==> config.mk <==
export PLATFORM = sky130hd
export DESIGN_NAME = bytebus_dac_latch
export DESIGN_NICKNAME = d
export VERILOG_FILES = /design/src/rtl/dacb_pkg.sv /design/src/rtl/dacb_decode.sv /design/src/rtl/dacb_hold.sv /design/src/rtl/dacb_out.sv /design/src/rtl/dacb_rdmux.sv /design/src/rtl/bytebus_dac_latch.sv
export SDC_FILE = /design/constraint.sdc
export NUM_CORES = 1
export LEC_CHECK = 0
export ABC_AREA = 1
export BUFFER_PORTS_ARGS = -buffer_cell sky130_fd_sc_hd__buf_2
export CORE_ASPECT_RATIO = 0.75
export CORE_MARGIN = 5
export CORE_UTILIZATION = 30
export CTS_BUF_LIST = sky130_fd_sc_hd__clkbuf_4 sky130_fd_sc_hd__clkbuf_8 sky130_fd_sc_hd__clkbuf_16
export DETAILED_ROUTE_END_ITERATION = 16
export GPL_TIMING_DRIVEN = 1
export PLACE_DENSITY = 0.61
export REMOVE_ABC_BUFFERS = 1
export SYNTH_ARGS = -nofsm -noshare
export SYNTH_HDL_FRONTEND = slang
export SYNTH_SLANG_ARGS = --single-unit
==> constraint.sdc <==
create_clock -name clk -period 1.4 [get_ports clk]
set_clock_uncertainty 0.05 [all_clocks]
set_input_delay 0.07 -clock clk [delete_from_list [all_inputs] [get_ports clk]]
set_output_delay 0.07 -clock clk [all_outputs]
set_load 0.01 [all_outputs]
==> src/rtl/dacb_pkg.sv <==
package dacb_pkg;

  // Address bit values of the two bus locations
  localparam logic SEL_LO = 1'b0;
  localparam logic SEL_HI = 1'b1;

  // Decoded bus actions for one cycle
  typedef struct packed {
    logic ld_lo;
    logic ld_hi;
    logic rd;
  } dacb_ctl_t;

endpackage

==> src/rtl/dacb_decode.sv <==
module dacb_decode
  import dacb_pkg::*;
(
  input  logic      cs,
  input  logic      we,
  input  logic      addr,
  output dacb_ctl_t ctl
);

  always_comb begin
    ctl       = '0;
    ctl.ld_lo = cs & we & (addr == SEL_LO);
    ctl.ld_hi = cs & we & (addr == SEL_HI);
    ctl.rd    = cs & ~we;
  end

endmodule

==> src/rtl/dacb_hold.sv <==
module dacb_hold #(
  parameter int BUS_W = 8
) (
  input  logic             clk,
  input  logic             rst,
  input  logic             load,
  input  logic [BUS_W-1:0] din,
  output logic [BUS_W-1:0] q
);

  always_ff @(posedge clk) begin
    if (rst)       q <= '0;
    else if (load) q <= din;
  end

endmodule

==> src/rtl/dacb_out.sv <==
module dacb_out #(
  parameter int BUS_W  = 8,
  parameter int CODE_W = 12,
  localparam int HI_W  = CODE_W - BUS_W
) (
  input  logic              clk,
  input  logic              rst,
  input  logic              commit,
  input  logic [HI_W-1:0]   hi_in,
  input  logic [BUS_W-1:0]  lo_in,
  output logic [CODE_W-1:0] code
);

  // Both halves enter on one edge: no partial update is ever visible
  always_ff @(posedge clk) begin
    if (rst)         code <= '0;
    else if (commit) code <= {hi_in, lo_in};
  end

endmodule

==> src/rtl/dacb_rdmux.sv <==
module dacb_rdmux
  import dacb_pkg::*;
#(
  parameter int BUS_W  = 8,
  parameter int CODE_W = 12,
  localparam int HI_W  = CODE_W - BUS_W
) (
  input  logic              clk,
  input  logic              rst,
  input  logic              rd,
  input  logic              addr,
  input  logic [CODE_W-1:0] code,
  output logic [BUS_W-1:0]  rdata
);

  logic [BUS_W-1:0] hi_word;

  generate
    if (HI_W == BUS_W) begin : g_full
      assign hi_word = code[CODE_W-1:BUS_W];
    end else begin : g_pad
      assign hi_word = {{(BUS_W-HI_W){1'b0}}, code[CODE_W-1:BUS_W]};
    end
  endgenerate

  always_ff @(posedge clk) begin
    if (rst)
      rdata <= '0;
    else if (rd)
      rdata <= (addr == SEL_HI) ? hi_word : code[BUS_W-1:0];
  end

endmodule

==> src/rtl/bytebus_dac_latch.sv <==
module bytebus_dac_latch
  import dacb_pkg::*;
#(
  parameter int BUS_W  = 8,
  parameter int CODE_W = 12
) (
  input  logic              clk,
  input  logic              rst,
  input  logic              cs,
  input  logic              we,
  input  logic              addr,
  input  logic [BUS_W-1:0]  wdata,
  output logic [BUS_W-1:0]  rdata,
  output logic [CODE_W-1:0] dac_code
);

  localparam int HI_W = CODE_W - BUS_W;

  initial begin
    if (HI_W < 1 || HI_W > BUS_W)
      $error("CODE_W must exceed BUS_W and be at most twice BUS_W");
  end

  dacb_ctl_t        ctl;
  logic [BUS_W-1:0] lo_pend;

  dacb_decode u_dec (
    .cs   (cs),
    .we   (we),
    .addr (addr),
    .ctl  (ctl)
  );

  dacb_hold #(.BUS_W(BUS_W)) u_hold (
    .clk  (clk),
    .rst  (rst),
    .load (ctl.ld_lo),
    .din  (wdata),
    .q    (lo_pend)
  );

  dacb_out #(.BUS_W(BUS_W), .CODE_W(CODE_W)) u_out (
    .clk    (clk),
    .rst    (rst),
    .commit (ctl.ld_hi),
    .hi_in  (wdata[HI_W-1:0]),
    .lo_in  (lo_pend),
    .code   (dac_code)
  );

  dacb_rdmux #(.BUS_W(BUS_W), .CODE_W(CODE_W)) u_rd (
    .clk   (clk),
    .rst   (rst),
    .rd    (ctl.rd),
    .addr  (addr),
    .code  (dac_code),
    .rdata (rdata)
  );

endmodule

# Yosys cells after proc, flatten, opt, wreduce, memory -nomap -nowiden
# Cells that the tools add are included.
# totals
ff_bits	28
latchBits	0
ramBits	0
rom_bits	0
in_bits	13
output_inout_bits	20
wordCells	10
memories	0
# classes
n_addsub	0
mul	0
n_div	0
n_lt_le_gt_ge	0
eq_ne	0
n_shift	0
n_mux	1
bitwise	6
reduce_logical	0
# ops
op	n
8-bit two-way mux	1
1-bit AND	4
1-bit inverter	2

# Longest topological paths before layout
# Gate-level depths: netlist of run 1.
# logic_depth
ltp_word	2
depth_mapped	6

# Hierarchy
# Synthesis of run 1 repeated with hierarchy kept, for this count alone.
# hier_totals
cells_unflattened	185
hier_area_um2	1209.9
# by_module_without_submodules
mod	instances	cells_each	area_per_inst_um2	seq_area_each_um2
dacb_out	1	76	496.7	240.2
dacb_rdmux	1	52	349.1	160.2
dacb_hold	1	51	341.6	160.2
dacb_decode	1	6	22.5	0.0

# Worst setup path before layout of run 1
# No wires, ideal clock.
# synth_path
path_type	register to register
from	register u_out.code[0]
to	register u_rd.rdata[0]
arrival_ns	0.549
required_time_ns	1.239
slack_ns	0.689
stages_incl_launch_ff	5
path_buffers	0
synth_period_minus_slack_ns	0.711
path_cell_list	dfxtp_1 > nand2_1 > nand2_1 > nor2_1 > nor2_1
# synth_via
elab_chain_cells	1
# synth_lines
item	line_no	source
start: declaration	dacb_out.sv:11	output logic [CODE_W-1:0] code
start signal: assignment	dacb_out.sv:17	else if (commit) code <= {hi_in, lo_in};
8-bit two-way mux	dacb_rdmux.sv:30	rdata <= (addr == SEL_HI) ? hi_word : code[BUS_W-1:0];
end signal: assignment	dacb_rdmux.sv:30	
end: declaration	dacb_rdmux.sv:13	output logic [BUS_W-1:0] rdata
# No other way between the ends.
# A chain may end at the register's enable or synchronous reset.

# Final worst setup path of run 1
# layout_path
from	register u_out.code[1]
to	output dac_code[1]
# layout_lines
item	line_no	source
end: declaration	bytebus_dac_latch.sv:14	output logic [CODE_W-1:0] dac_code
# No word-level cell between the ends.

==> results of run 1 <==
==> worst max-delay path by stage <==
| stage | startpoint | to | slack [ns] | cells past startpoint |
|---|---|---|---|---|
| global placement | addr | u_hold.q[4] | 0.39 | 5 |
| global route | u_out.code[0] | dac_code[0] | 0.42 | 1 |
| CTS | u_out.code[0] | dac_code[0] | 0.47 | 1 |
| detailed placement | cs | u_rd.rdata[3] | 0.36 | 6 |
| floorplan | u_out.code[0] | u_rd.rdata[0] | 0.68 | 4 |
| finish | u_out.code[1] | dac_code[1] | 0.48 | 1 |
==> synthesized netlist by cell type <==
cell type and n:
nor2_1 56, nand3_4 1, buf_2 3, nand2_1 73, buf_6 2, buf_4 1
inv_2 2, nand3_2 1, inv_1 30, nor2_2 1, dfxtp_1 28
==> power breakdown <==
| group | switching, mW | internal, mW | total [mW] |
|---|---|---|---|
| combinational | 0.134 | 0.0945 | 0.229 |
| sequential | 0.0253 | 0.840 | 0.865 |
| clock | 0.231 | 0.193 | 0.423 |
| total | 0.390 | 1.13 | 1.52 |
==> cells by family (layout without fill, tap and decap cells) <==
family,after synthesis,count (layout)
buf+inv,38,76
flops,28,28
simple gates,132,132
==> metrics by stage <==
step | power, mW | hold WS (ns)
2_1_floorplan | 1.01 | 0.155
3_3_place_gp | 1.10 | 0.244
3_5_place_dp | 1.10 | 0.251
4_1_cts | 1.54 | 0.171
5_1_grt | 1.61 | 0.214
6_report | 1.52 | 0.168
==> metal layers <==
layer  vias up  part of all wire, %
met2        19                   42
met1       450                   51
li1        638                    -
met5         -                    0
met3         2                  6.1
met4         0                 0.41
==> sequential cells by signal, summed over array words and instances (netlist names) <==
| name | flops |
|---|---|
| u_out.code | 12 |
| u_hold.q | 8 |
| u_rd.rdata | 8 |
==> cell type report <==
cell class	count	area, um2
tap	55	68.8
clock buffer	3	41.3
multi-input combinational	132	518
fill	452	2470
inverter	32	120
timing repair buffer	41	248
sequential	28	561
==> cells in the final DEF, fill, tap and decap left out <==
master         instances
nand2_1               73
nor2_1                56
buf_2                 32
inv_1                 30
dfxtp_1               28
dlygate4sd3_1          8
clkbuf_8               3
inv_2                  2
nand3_2                1
nor2_2                 1
nand3_4                1
buf_4                  1
==> reports/results.txt, run 1 <==
run status: finished clean
number of global-route vias before repair: 1019
pin count of the biggest net entering global routing: 29
DIE WIDTH: 84.3 um
post-synthesis mux area share: 0%
CTS Hold Bufs: 8
met2 usage: 17.0%
Post-Synth Adder-Cell Area: 0%
Slew Limit Fails: 0
Crit path arrival time: 0.80 ns
Syn Inst Count: 198
GRT Max-Usage Layer: met2
worst ir drop on vdd: 0.377 mV
Synth top area share: 45.1%
CP Buf/Inv Count: 1
Core Util, Final: 38.6%
Crit path max-delay family: flip-flops
post-synthesis compound-gate area fraction: 0%
final net count: 251
grt ovf: 0
Leak Pwr: 0.908 nW
placer congestion estimate: 0.765
root buffer cell: clkbuf_8
Yosys top cell by area: dfxtp_1
final worst setup slack: 0.479 ns
setup_tns: 0 ns
Synth Area in XOR/XNOR: 0%
simple-gate portion of the synthesized area: 41.6%
Hold WC Path Type: in -> reg
height of the chip: 65.8 um
pre-CTS setup slack: 0.363 ns
clock transition at the registers of the reported paths: 0.09 ns
hold path cells: 5
GRT met3 Usage: 4.01%
Hold Fails Final Rpt: 0
met1 Use GR: 12.4%
Synth Warn #: 0
Vias: 1109
drt wl/cell: 9.25 um
Avg Vias per Cell: 3.81
GRT Total Usage: 10.1%
dpl hpwl: 1820 um
antenna cells: 0
Starting Density: 30.9%
Site Rows: 20
Max FO, Critical Path: 3
clk buf depth: 2
Post-DP Area: 1440 um2
crit path cell chain: buf_2
final cell count without fillers: 291
clk_lat worst skew: 0.27 ns
Reg2Reg Depth: 4
post-synthesis register bit count: 28
Clock Sinks: 28
dpl cells: 280
Crit Path Class: reg -> out
relative slew slack: 67.5%
Crit Reg-Reg Startpoint: u_out.code[1]
CP max-delay cell: dfxtp_1
Design Area, Final: 1560 um2
synth unique cells: 11
DRT antenna net count: 0
hold path endpoint: u_rd.rdata[3]
ratio of cells with drive above 1 in the final layout: 17.4%
CP peak stage delay: 0.38 ns
Synth area leaders: dfxtp_1, nand2_1, nor2_1, inv_1, buf_6
DRT Pass-1 Iters: 4
RSZ-0062 raised after global routing: false
CTS tree: done
first-pass GRT wire length: 4520 um
Die ar.: 5550 um2
FF-to-FF End: u_rd.rdata[1]
Crit path required time: 1.28 ns
post-CTS setup repair buffer count: 0
CP Capture Type: output port
Final setup violation count: 0
Tmin final: 0.921 ns
Avg Inst Size Synth: 6.28 um2
Least-Margin Pin Slew: 0.486 ns
DRC: 0
Critical Path Source Type: flip-flop
CORE AREA: 4030 um2
Max-Cap Viols: 0
largest family of logic cells by synthesized area: simple AND/OR/NAND/NOR gates
r2r setup slk: 0.64 ns
Pwr Density: 975 nW/um2
synthesized cell area: 1240 um2
area delta synth->final: 25.2%
sequential share of the synthesized area: 45.1%
crit share post-route: 65.8%
Worst Hold Launch: addr
CTS resizes: 0
FMAX: 1090 MHz
initial antenna violation count: 0
# IOs: 33
total CTS buffers: 3
final WL: 2690 um
H-tree level count: 1
Initial DRC Count: 44
port bufs: 32
No activity file was read; power rests on OpenSTA's default activity.
==> run 2, diff against run 1 <==
Settings changed: PLACE_DENSITY 0.61 to 0.63.
Clock period 1.4 ns to 0.8 ns, I/O delays scaled along.
==> reports/results.txt, run 2 (same netlist as run 1, synthesis figures left out) <==
FF+latch area: 592 um2 (was 561 um2)
Biggest register: u_out.code (unchanged)
Tmin final: 0.850 ns
Crit path required time: 0.71 ns (was 1.28 ns)
commonest non-fill, non-tap cell in the layout: nand2_1 (unchanged)
port bufs: 32 (unchanged)
worst ir drop on vdd: 0.907 mV (was 0.377 mV)
relative slew slack: 87.1% (was 67.5%)
grt ovf: 0 (unchanged)
Clock Sinks: 28 (unchanged)
hold path cells: 5 (unchanged)
GRT Total Usage: 10.4% (was 10.1%)
height of the chip: 65.8 um (unchanged)
clk buf depth: 2 (unchanged)
Reg2Reg Depth: 5 (was 4)
Worst Hold Launch: rst (was addr)
final net count: 262 (was 251)
Starting Density: 30.9% (unchanged)
CP peak stage delay: 0.37 ns (was 0.38 ns)
CP max-delay cell: dfxtp_4 (was dfxtp_1)
clk_lat worst skew: 0.27 ns (about the same)
Die ar.: 5550 um2 (unchanged)
Vias: 1179 (was 1109)
Regs by FF count: u_out.code (12), u_hold.q (8), u_rd.rdata (8) (unchanged)
hold path endpoint: u_out.code[5] (was u_rd.rdata[3])
H-tree level count: 1 (unchanged)
Crit path arrival time: 0.76 ns (was 0.80 ns)
pre-CTS setup slack: -0.0411 ns (was 0.363 ns)
Critical Path Source Type: flip-flop (unchanged)
max reg flops: 12 (unchanged)
most frequent cells in the layout: nand2_1, nor2_1, inv_1 (was nand2_1, nor2_1, buf_2)
root buffer cell: clkbuf_8 (unchanged)
crit path cell chain: buf_6 (was buf_2)
Power Total: 3.17 mW (was 1.52 mW)
CORE AREA: 4030 um2 (unchanged)
DIE WIDTH: 84.3 um (unchanged)
Max-Cap Viols: 0 (unchanged)
FMAX: 1180 MHz
final WL: 2730 um (was 2690 um)
DRT antenna net count: 0 (unchanged)
initial antenna violation count: 0 (unchanged)
Avg Vias per Cell: 3.89 (was 3.81)
r2r setup slk: -0.01 ns (was 0.64 ns)
Crit Reg-Reg Startpoint: u_out.code[5] (was u_out.code[1])
failing checks: setup timing
antenna cells: 0 (unchanged)
crit share post-route: 106%
CP Capture Type: output port (unchanged)
area of the multi-input gates: 526 um2 (was 518 um2)
total CTS buffers: 3 (unchanged)
Leak Pwr: 1.02 nW (was 0.908 nW)
dpl hpwl: 1940 um (was 1820 um)
number of global-route vias before repair: 1084 (was 1019)
ratio of cells with drive above 1 in the final layout: 32.3% (was 17.4%)
Slew Limit Fails: 0 (unchanged)
Least-Margin Pin Slew: 0.194 ns (was 0.486 ns)
Crit Path Class: reg -> out (unchanged)
DRC: 0 (unchanged)
CP Buf/Inv Count: 1 (unchanged)
FILL cells: 402 (was 452)
Site Rows: 20 (unchanged)
final worst setup slack: -0.0503 ns (was 0.479 ns)
placer congestion estimate: 0.773 (was 0.765)
pin count of the biggest net entering global routing: 29 (unchanged)
run status: complete, but fails checks (was finished clean)
Pwr Density: 1690 nW/um2 (was 975 nW/um2)
Initial DRC Count: 99 (was 44)
Hold WC Path Type: in -> reg (unchanged)
RSZ-0062 raised after global routing: true (was false)
FF-to-FF End: u_rd.rdata[5] (was u_rd.rdata[1])
DRT Pass-1 Iters: 4 (unchanged)
area delta synth->final: 50.6% (was 25.2%)
drt wl/cell: 9.02 um (was 9.25 um)
Crit path max-delay family: flip-flops (unchanged)
Hold Fails Final Rpt: 0 (unchanged)
CTS tree: done (unchanged)
Max FO, Critical Path: 3 (unchanged)
clock transition at the registers of the reported paths: 0.09 ns (about the same)
# IOs: 33 (unchanged)
Final setup violation count: 21 (was 0)
first-pass GRT wire length: 4690 um (was 4520 um)
[run 2: cell types whose count changed in the layout (fill, tap and decap cells not counted), sizes merged]
| cell | before | now |
|---|---|---|
| bufinv | 0 | 1 |
| buf | 33 | 44 |
[run 2: worst max-delay path by stage]
stage / from / end / slack (ns) / depth (start not counted)
CTS: u_out.code[0] / dac_code[0] / -0.05 / 1
detailed placement: cs / u_hold.q[6] / -0.04 / 5
floorplan: u_out.code[0] / u_rd.rdata[0] / 0.08 / 4
finish: u_out.code[0] / dac_code[0] / -0.05 / 1
global placement: cs / u_hold.q[0] / -0.009 / 5
global route: u_out.code[7] / u_rd.rdata[7] / -0.08 / 5
[run 2: power by group]
part           switching (mW)  leakage, nW  internal (mW)
clock network           0.434       0.0357          0.670
logic                   0.250        0.747          0.279
registers              0.0571        0.239           1.48
total                   0.742         1.02           2.43
[run 2: timing repair]
item,CTS,global route
gates cloned,0,0
setup buffers,5,0
pin swaps,0,3
setup endpoints to repair,20,30
hold buffers,8,0
gates resized for setup,41,12
hold endpoints to repair,12,0
[run 2: layout make-up]
type                            count  share of cell area (%)
Sequential cell                    28                    31.6
Timing Repair Buffer               52                    26.5
Clock buffer                        3                    2.20
Clock inverter                      1                    1.60
Tap cell                           55                    3.67
Inverter                           32                    6.41
Multi-Input combinational cell    132                    28.1
[run 2: per-stage QoR]
step / util, % / cells / instance area, um2 / hold WS (ns) / TNS, ns
after global routing: 46.5 / 303 / 1870 / 0.115 / -1.38
after detailed placement: 37.4 / 286 / 1510 / 0.219 / -0.236
after global placement: 37.4 / 286 / 1510 / 0.218 / -0.0439
final: 46.5 / 303 / 1870 / 0.110 / -0.396
after floorplan: - / 192 / 1200 / 0.125 / 0
after CTS: 45.8 / 303 / 1850 / 0.108 / -0.519
[run 2: metal layers]
metal	vias to the layer above	wire, um	track usage, %	share of wire, %
li1	666	-	-	-
met1	491	1380	13.4	51
met2	20	1190	17.1	43
met3	2	148	3.63	5.4
met4	0	10	1.38	0.37
met5	-	0	0	0
